## src/rtl/pg_pkg.sv

```systemverilog
// Package: shared types for the worn page grouping controller.
// Assumes: nothing beyond IEEE 1800-2017.
package pg_pkg;

    // Outcome of an accepted candidate
    typedef enum logic [1:0] {
        VERDICT_HOLD   = 2'd0,
        VERDICT_FORM   = 2'd1,
        VERDICT_RETIRE = 2'd2,
        VERDICT_REJECT = 2'd3
    } verdict_e;

    // Outcome of a wear update
    typedef enum logic [1:0] {
        WEAR_QUIET   = 2'd0,
        WEAR_DISBAND = 2'd1,
        WEAR_RETIRE  = 2'd2
    } wear_e;

endpackage

```

## src/rtl/pg_popcount.sv

```systemverilog
// Module: pg_popcount
// Counts the set bits of a failed-bit bitmap, combinationally.
// Assumes: CW is wide enough to hold W.
module pg_popcount #(
    parameter int W  = 256,
    parameter int CW = 9
) (
    input  logic [W-1:0]  map,
    output logic [CW-1:0] count
);

    // Sum the bitmap one bit at a time (the tool builds an adder tree)
    always_comb begin
        count = '0;
        for (int i = 0; i < W; i++) begin
            count = count + CW'(map[i]);
        end
    end

endmodule

```

## src/rtl/pg_overlap.sv

```systemverilog
// Module: pg_overlap
// Flags, for each occupied hold slot, whether the candidate bitmap shares
// a failed position with that slot's bitmap.
// Assumes: slot_used marks which slots are occupied.
module pg_overlap #(
    parameter int W     = 256,
    parameter int SLOTS = 2
) (
    input  logic [W-1:0]            cand_map,
    input  logic [SLOTS-1:0][W-1:0] slot_map,
    input  logic [SLOTS-1:0]        slot_used,
    output logic [SLOTS-1:0]        clash
);

    for (genvar s = 0; s < SLOTS; s++) begin : g_slot
        // AND the two bitmaps, OR-reduce, and qualify with occupancy
        always_comb begin
            clash[s] = slot_used[s] & (|(cand_map & slot_map[s]));
        end
    end

endmodule

```

## src/rtl/pg_wear_class.sv

```systemverilog
// Module: pg_wear_class
// Classifies a failed-bit count against the shrink and retirement limits.
// Assumes: SHRINK_TH < RETIRE_TH and both fit in CW bits.
module pg_wear_class #(
    parameter int CW        = 9,
    parameter int SHRINK_TH = 80,
    parameter int RETIRE_TH = 160
) (
    input  logic [CW-1:0] count,
    output logic          heavy,
    output logic          worn_out
);

    // Strictly above the shrink limit is heavy; at or above retire is worn out
    always_comb begin
        heavy    = count > CW'(SHRINK_TH);
        worn_out = count >= CW'(RETIRE_TH);
    end

endmodule

```

## src/rtl/pg_group_ctrl.sv

```systemverilog
// Module: pg_group_ctrl (top)
// Accepts worn pages one at a time and builds parity groups of three
// mutually disjoint pages, or of two when any member is heavily worn.
// Retires pages past the failure limit and requests a break-up of a
// three-page group when a wear update shows one member became heavy.
// Assumes: at most one input event per cycle (an update blocks the
// candidate handshake); all outputs are registered one-cycle pulses.
module pg_group_ctrl
    import pg_pkg::*;
#(
    parameter int ID_W      = 12,
    parameter int MAP_W     = 256,
    parameter int SHRINK_TH = 80,
    parameter int RETIRE_TH = 160
) (
    input  logic             clk,
    input  logic             rst_n,
    input  logic             cand_valid,
    output logic             cand_ready,
    input  logic [ID_W-1:0]  cand_id,
    input  logic [MAP_W-1:0] cand_map,
    input  logic             upd_valid,
    input  logic [ID_W-1:0]  upd_id,
    input  logic [MAP_W-1:0] upd_map,
    input  logic             upd_in_triple,
    output logic             form_valid,
    output logic [1:0]       form_size,
    output logic [ID_W-1:0]  form_id0,
    output logic [ID_W-1:0]  form_id1,
    output logic [ID_W-1:0]  form_id2,
    output logic             retire_valid,
    output logic [ID_W-1:0]  retire_id,
    output logic             rej_valid,
    output logic [ID_W-1:0]  rej_id,
    output logic             disband_valid,
    output logic [ID_W-1:0]  disband_id
);

    localparam int CNT_W   = $clog2(MAP_W + 1);
    localparam int MAX_GRP = 3;
    localparam int HOLD    = MAX_GRP - 1;
    localparam int HELD_W  = $clog2(HOLD + 1);

    // Hold slots for the partial group
    logic [HOLD-1:0][MAP_W-1:0] slot_map_q;
    logic [HOLD-1:0][ID_W-1:0]  slot_id_q;
    logic [HOLD-1:0]            slot_heavy_q;
    logic [HELD_W-1:0]          held_q;
    logic [HOLD-1:0]            slot_used;
    logic [HOLD-1:0]            clash;
    logic                       ready_q;

    logic [CNT_W-1:0] cand_cnt;
    logic [CNT_W-1:0] upd_cnt;
    logic             cand_heavy;
    logic             cand_worn;
    logic             upd_heavy;
    logic             upd_worn;

    logic             accept;
    logic             group_heavy;
    logic [1:0]       target_size;
    logic [1:0]       next_size;
    verdict_e         verdict;
    wear_e            wear;

    // ---------------------------------------------------------------
    // Fault counting and classification
    // ---------------------------------------------------------------
    pg_popcount #(.W(MAP_W), .CW(CNT_W)) u_cnt_cand (
        .map   (cand_map),
        .count (cand_cnt)
    );

    pg_popcount #(.W(MAP_W), .CW(CNT_W)) u_cnt_upd (
        .map   (upd_map),
        .count (upd_cnt)
    );

    pg_wear_class #(.CW(CNT_W), .SHRINK_TH(SHRINK_TH), .RETIRE_TH(RETIRE_TH)) u_cls_cand (
        .count    (cand_cnt),
        .heavy    (cand_heavy),
        .worn_out (cand_worn)
    );

    pg_wear_class #(.CW(CNT_W), .SHRINK_TH(SHRINK_TH), .RETIRE_TH(RETIRE_TH)) u_cls_upd (
        .count    (upd_cnt),
        .heavy    (upd_heavy),
        .worn_out (upd_worn)
    );

    // ---------------------------------------------------------------
    // Overlap check against the held members
    // ---------------------------------------------------------------
    for (genvar s = 0; s < HOLD; s++) begin : g_used
        // A slot is occupied when its index is below the held count
        always_comb begin
            slot_used[s] = held_q > HELD_W'(s);
        end
    end

    pg_overlap #(.W(MAP_W), .SLOTS(HOLD)) u_overlap (
        .cand_map  (cand_map),
        .slot_map  (slot_map_q),
        .slot_used (slot_used),
        .clash     (clash)
    );

    // ---------------------------------------------------------------
    // Handshake: updates take priority over candidates
    // ---------------------------------------------------------------
    // Ready rises one cycle after reset is released
    always_ff @(posedge clk) begin
        if (!rst_n) ready_q <= 1'b0;
        else        ready_q <= 1'b1;
    end

    // Candidate port yields to any wear update in the same cycle
    always_comb begin
        cand_ready = ready_q & ~upd_valid;
        accept     = cand_valid & cand_ready;
    end

    // ---------------------------------------------------------------
    // Candidate decision
    // ---------------------------------------------------------------
    // Decide the fate of the offered candidate
    always_comb begin
        group_heavy = (|(slot_heavy_q & slot_used)) | cand_heavy;
        target_size = group_heavy ? 2'd2 : 2'(MAX_GRP);
        next_size   = 2'(held_q) + 2'd1;
        if (cand_worn) begin
            verdict = VERDICT_RETIRE;
        end else if (|clash) begin
            verdict = VERDICT_REJECT;
        end else if ((held_q == HELD_W'(HOLD)) && cand_heavy) begin
            verdict = VERDICT_REJECT;
        end else if (next_size >= target_size) begin
            verdict = VERDICT_FORM;
        end else begin
            verdict = VERDICT_HOLD;
        end
    end

    // Classify a wear update on an already grouped page
    always_comb begin
        if (!upd_valid)                     wear = WEAR_QUIET;
        else if (upd_worn)                  wear = WEAR_RETIRE;
        else if (upd_in_triple && upd_heavy) wear = WEAR_DISBAND;
        else                                wear = WEAR_QUIET;
    end

    // ---------------------------------------------------------------
    // Hold slot state
    // ---------------------------------------------------------------
    // Store a held candidate or clear the slots when a group closes
    always_ff @(posedge clk) begin
        if (!rst_n) begin
            held_q       <= '0;
            slot_map_q   <= '0;
            slot_id_q    <= '0;
            slot_heavy_q <= '0;
        end else if (accept) begin
            case (verdict)
                VERDICT_HOLD: begin
                    slot_map_q[held_q[0]]   <= cand_map;
                    slot_id_q[held_q[0]]    <= cand_id;
                    slot_heavy_q[held_q[0]] <= cand_heavy;
                    held_q                  <= held_q + HELD_W'(1);
                end
                VERDICT_FORM: begin
                    held_q <= '0;
                end
                default: begin
                    held_q <= held_q;
                end
            endcase
        end
    end

    // ---------------------------------------------------------------
    // Event outputs
    // ---------------------------------------------------------------
    // Register one-cycle event pulses and their page numbers
    always_ff @(posedge clk) begin
        if (!rst_n) begin
            form_valid    <= 1'b0;
            form_size     <= '0;
            form_id0      <= '0;
            form_id1      <= '0;
            form_id2      <= '0;
            retire_valid  <= 1'b0;
            retire_id     <= '0;
            rej_valid     <= 1'b0;
            rej_id        <= '0;
            disband_valid <= 1'b0;
            disband_id    <= '0;
        end else begin
            form_valid    <= 1'b0;
            retire_valid  <= 1'b0;
            rej_valid     <= 1'b0;
            disband_valid <= 1'b0;
            if (accept) begin
                case (verdict)
                    VERDICT_FORM: begin
                        form_valid <= 1'b1;
                        form_size  <= next_size;
                        form_id0   <= slot_id_q[0];
                        form_id1   <= (held_q == HELD_W'(HOLD)) ? slot_id_q[1] : cand_id;
                        form_id2   <= (held_q == HELD_W'(HOLD)) ? cand_id : '0;
                    end
                    VERDICT_RETIRE: begin
                        retire_valid <= 1'b1;
                        retire_id    <= cand_id;
                    end
                    VERDICT_REJECT: begin
                        rej_valid <= 1'b1;
                        rej_id    <= cand_id;
                    end
                    default: begin
                        form_valid <= 1'b0;
                    end
                endcase
            end
            case (wear)
                WEAR_RETIRE: begin
                    retire_valid <= 1'b1;
                    retire_id    <= upd_id;
                end
                WEAR_DISBAND: begin
                    disband_valid <= 1'b1;
                    disband_id    <= upd_id;
                end
                default: begin
                    disband_valid <= 1'b0;
                end
            endcase
        end
    end

endmodule

```

## config.mk

```make
export PLATFORM = sky130hd
export DESIGN_NAME = pg_group_ctrl
export DESIGN_NICKNAME = d
export VERILOG_FILES = /design/src/rtl/pg_pkg.sv /design/src/rtl/pg_popcount.sv /design/src/rtl/pg_overlap.sv /design/src/rtl/pg_wear_class.sv /design/src/rtl/pg_group_ctrl.sv
export SDC_FILE = /design/constraint.sdc
export NUM_CORES = 2
export LEC_CHECK = 0
export ABC_CLOCK_PERIOD_IN_PS = 11500
export BUFFER_PORTS_ARGS = -buffer_cell sky130_fd_sc_hd__buf_4
export CAP_MARGIN = 10
export CORE_ASPECT_RATIO = 1.1
export CORE_MARGIN = 1.5
export CORE_UTILIZATION = 50
export CTS_CLUSTER_DIAMETER = 120
export DETAILED_ROUTE_END_ITERATION = 8
export MAX_ROUTING_LAYER = met4
export PLACE_DENSITY = 0.72
export SYNTH_ARGS = -nofsm -noshare
export SYNTH_HDL_FRONTEND = slang
export SYNTH_HIERARCHICAL = 1
export SYNTH_SLANG_ARGS = --single-unit
```

## constraint.sdc

```tcl
create_clock -name clk -period 11.5 [get_ports clk]
set_input_delay 1.725 -clock clk [delete_from_list [all_inputs] [get_ports clk]]
set_output_delay 1.725 -clock clk [all_outputs]
set_load 0.02 [all_outputs]
```

==> run summary <==
OUTCOME
------------------------------------------------------------------------------------------
Run status                                                                    finished clean

SYNTHESIS
------------------------------------------------------------------------------------------
Share of synthesized flip-flops with an asynchronous set or reset                       0%
Synth Instances                                                                       4163
Cell types with the highest counts after synthesis                            nand2_1 (912), inv_1 (821), dfxtp_1 (619)
Netlist Area Pre-Place                                                          40100 um^2
Dominant cell by count in the synthesized netlist                                  nand2_1
Cell taking the most area after synthesis                                          dfxtp_1
Post-synthesis sequential element count                                                619
Number of nets produced by synthesis                                                  5272
Ys Warns                                                                                 6
Main area contributors after synthesis                                        dfxtp_1 (31%), fa_1 (24%), mux2i_1 (14%)
Share of the synthesized area in the top cell type                                   30.9%
Count of flip-flops with a built-in enable after synthesis                               0
Synth Area per Inst                                                              9.64 um^2
Leading register cell type out of synthesis                                        dfxtp_1
Cell variety after synth                                                                49
Sequential area share after synthesis                                                30.9%

CTS
------------------------------------------------------------------------------------------
H-tree depth reported by CTS                                                             3
CTS Sinks                                                                              619
Hold-fix buffers at CTS                                                                  0
Clock network latency to the later pin of the worst-skew pair                       640 ps
Clock edge transition at the registers on the reported setup and hold paths          60 ps
TritonCTS buffer count                                                                  69
Post-CTS sizing                                                                          0
Worst-case clock buffer depth                                                            3
Clock root buffer                                                                clkbuf_16
Clock tree from TritonCTS                                                            built
Post CTS Setup Buffer Count                                                              0

STA
------------------------------------------------------------------------------------------
Final-layout setup total negative slack                                               0 ps
Setup-violating endpoint count in the final report                                       0
Slew @ Worst Pin                                                                   1400 ps
Final critical path time including I/O delays and setup                           11100 ps
Setup repair after global routing missed its margin                                     no
Period Utilization, post-route                                                       96.5%
Final hold violations                                                                    0
Worst Hold Slack                                                                    455 ps
Final Slew Violations                                                                    0
FMAX                                                                              90.1 MHz
Worst-case headroom to the max-slew limit                                            6.44%
Clk_skew                                                                           38.6 ps

GRT
------------------------------------------------------------------------------------------
Aggregate global-route resource usage                                                32.0%
Maximum number of pins on one net before global-route repair                           240
Initial antenna violation count                                                         20
Residual overflow from global routing                                                    0
First-pass GRT wire length                                                          189 mm
Vias in the first global route                                                       31.5k

FLOORPLANNING
------------------------------------------------------------------------------------------
Effective utilization at floorplan                                                   50.7%
Cell row count                                                                         108
Number of top-level pins                                                               620
Height of the die                                                                   300 um
Die Area                                                                        82000 um^2
Die width                                                                           273 um
Placeable core region                                                           79200 um^2

CRITICAL PATH
------------------------------------------------------------------------------------------
Required time worst endpoint                                                      11960 ps
Data arrival time of the worst path                                               11560 ps
Worst path most repeated cell                                                         fa_1
Largest stage delay on the critical path                                            590 ps
R2r endpoint                                                                  slot_map_q[476]$_SDFFE_PN0P_
Nature of the critical path endpoint                                              register
Startpoint of the worst register-to-register path                             slot_map_q[134]$_SDFFE_PN0P_
Worst Reg2Reg Path Length in Cells                                                       9
Maximum fanout along the worst path                                                     79
Setup slack on the worst flop-to-flop path                                         6860 ps
Critical Setup Path Class                                                           in2reg
First element of the critical path                                            cand_map[159]
Startpoint type of the worst setup path                                          input pin
Cell with the largest stage delay on the worst path                                   fa_1

ROUTE
------------------------------------------------------------------------------------------
Wire length per cell                                                               22.0 um
Detailed Route WL                                                                   128 mm
Number of iterations in the first detailed-routing pass                                  6
Antenna-violating nets left                                                              0
Via count of the routed design                                                       31.6k
Detailed-route vias per instance                                                      5.42
Count of unresolved DRC violations after routing                                         0
Detailed Route Iter0 Violations                                                       2756

PLACED DESIGN
------------------------------------------------------------------------------------------
Final HPWL from detailed placement                                                  105 mm
Gpl congestion                                                                       0.983
Count of input and output buffers                                                      619

LAYOUT
------------------------------------------------------------------------------------------
Area Growth Syn to Fin                                                               19.9%
Total number of nets in the final design                                              5833
Fraction of final layout cells with drive strength greater than 1                    16.5%
# fillers                                                                             6752

RUN
------------------------------------------------------------------------------------------
Max-cap violation count                                                                  0

WORST HOLD PATH
------------------------------------------------------------------------------------------
Type of the tightest min-delay check                                               reg2reg
Origin of the worst min-delay path                                            slot_map_q[115]$_SDFFE_PN0P_
Sink of the worst hold path                                                   slot_map_q[115]$_SDFFE_PN0P_
Cells on Worst Hold Path                                                                 2

## layer usage
layer  wire length [um]  global-route usage, %  part of all wire (%)  vias up
li1                   -                      -                     -    14400
met1              51700                   40.6                    40    15600
met2              59800                   49.7                    47     1324
met3              10400                   5.56                   8.1      273
met4               6610                   15.4                   5.1        0
met5                  0                      -                     0        -
## area by class of cell
type                            count  area (um^2)  area share [%]
Clock buffer                      102         2010            4.18
Tap cell                         1045         1310            2.72
Sequential cell                   619        12400            25.8
Clock inverter                     18          330           0.687
Inverter                          822         3090            6.41
Timing Repair Buffer              671         5300            11.0
Multi-Input combinational cell   2541        23600            49.1
Antenna cell                       20         50.0           0.104
## critical path, delay by kind of cell
kind | cells | cell delay [ps]
adder cells (fa/ha/maj) | 14 | 6500
AND/OR/NAND/NOR | 2 | 320
multiplexers | 1 | 220
buffers and inverters | 10 | 830
AO/OA/AOI/OAI | 7 | 1800
## through the flow
stage	cells	instance area (um^2)	util [%]	setup slack [ps]
after floorplan	4163	40100	-	749
after global placement	5698	45700	57.7	23.5
after detailed placement	5698	45700	57.7	-104
after CTS	5818	48100	60.7	520
after global routing	5837	48100	60.7	26.0
final	5838	48100	60.7	399
## how the worst max path moves through the flow
stage | to | slack, ps
2_1_floorplan | slot_map_q[100]$_SDFFE_PN0P_ | 750
3_3_place_gp | slot_map_q[450]$_SDFFE_PN0P_ | 20
3_5_place_dp | slot_map_q[90]$_SDFFE_PN0P_ | -100
4_1_cts | slot_map_q[104]$_SDFFE_PN0P_ | 520
5_1_grt | slot_map_q[110]$_SDFFE_PN0P_ | 30
6_report | slot_map_q[476]$_SDFFE_PN0P_ | 400
## sequential cells by signal (all words and copies together) (netlist names)
| signal | cells |
|---|---|
| slot_id_q | 24 |
| disband_id | 12 |
| slot_map_q | 512 |
| form_size | 2 |
| slot_heavy_q | 2 |
| held_q | 2 |
| form_id1 | 12 |
| form_id2 | 12 |
| retire_id | 12 |
| retire_valid | 1 |
| rej_valid | 1 |
| form_id0 | 12 |
| rej_id | 12 |
| disband_valid | 1 |
| form_valid | 1 |
| ready_q | 1 |
## kinds of logic (layout without fill, tap and decap cells)
group,count (synthesis),in the layout,synth area share (%)
xor+xnor,12,12,0.262
buf+inv,1003,1613,10.3
mux,575,575,14.3
fa+ha+maj,568,568,26.8
other cells,0,20,0
compound gates,357,357,7.14
flops,619,619,30.9
simple gates,1029,1029,10.3
## cells in the final DEF, fill, tap and decap left out, types with 3 or more instances in the layout
master and count:
buf_4 650, buf_12 20, fa_1 484, a221oi_1 105
clkbuf_1 18, a22oi_1 46, or4_1 3, nor4_1 8
dfxtp_1 619, diode_2 20, nand4_1 39, o211ai_1 12
bufinv_16 6, ha_1 84, a22o_1 104, nor3_1 13
xnor2_1 8, nand2_1 912, and2_1 3, nor2b_1 7
clkbuf_8 14, mux2i_1 575, nor2_1 9, o21ai_0 20
a311oi_1 12, nand3_1 12, clkinv_2 3, a21oi_1 33
clkbuf_16 70, inv_1 821, xor2_1 4, nand2b_1 15
Power is left out: the tool's default activity adds up to more than one toggle a clock period on the data nets, which glitch-free logic cannot reach.
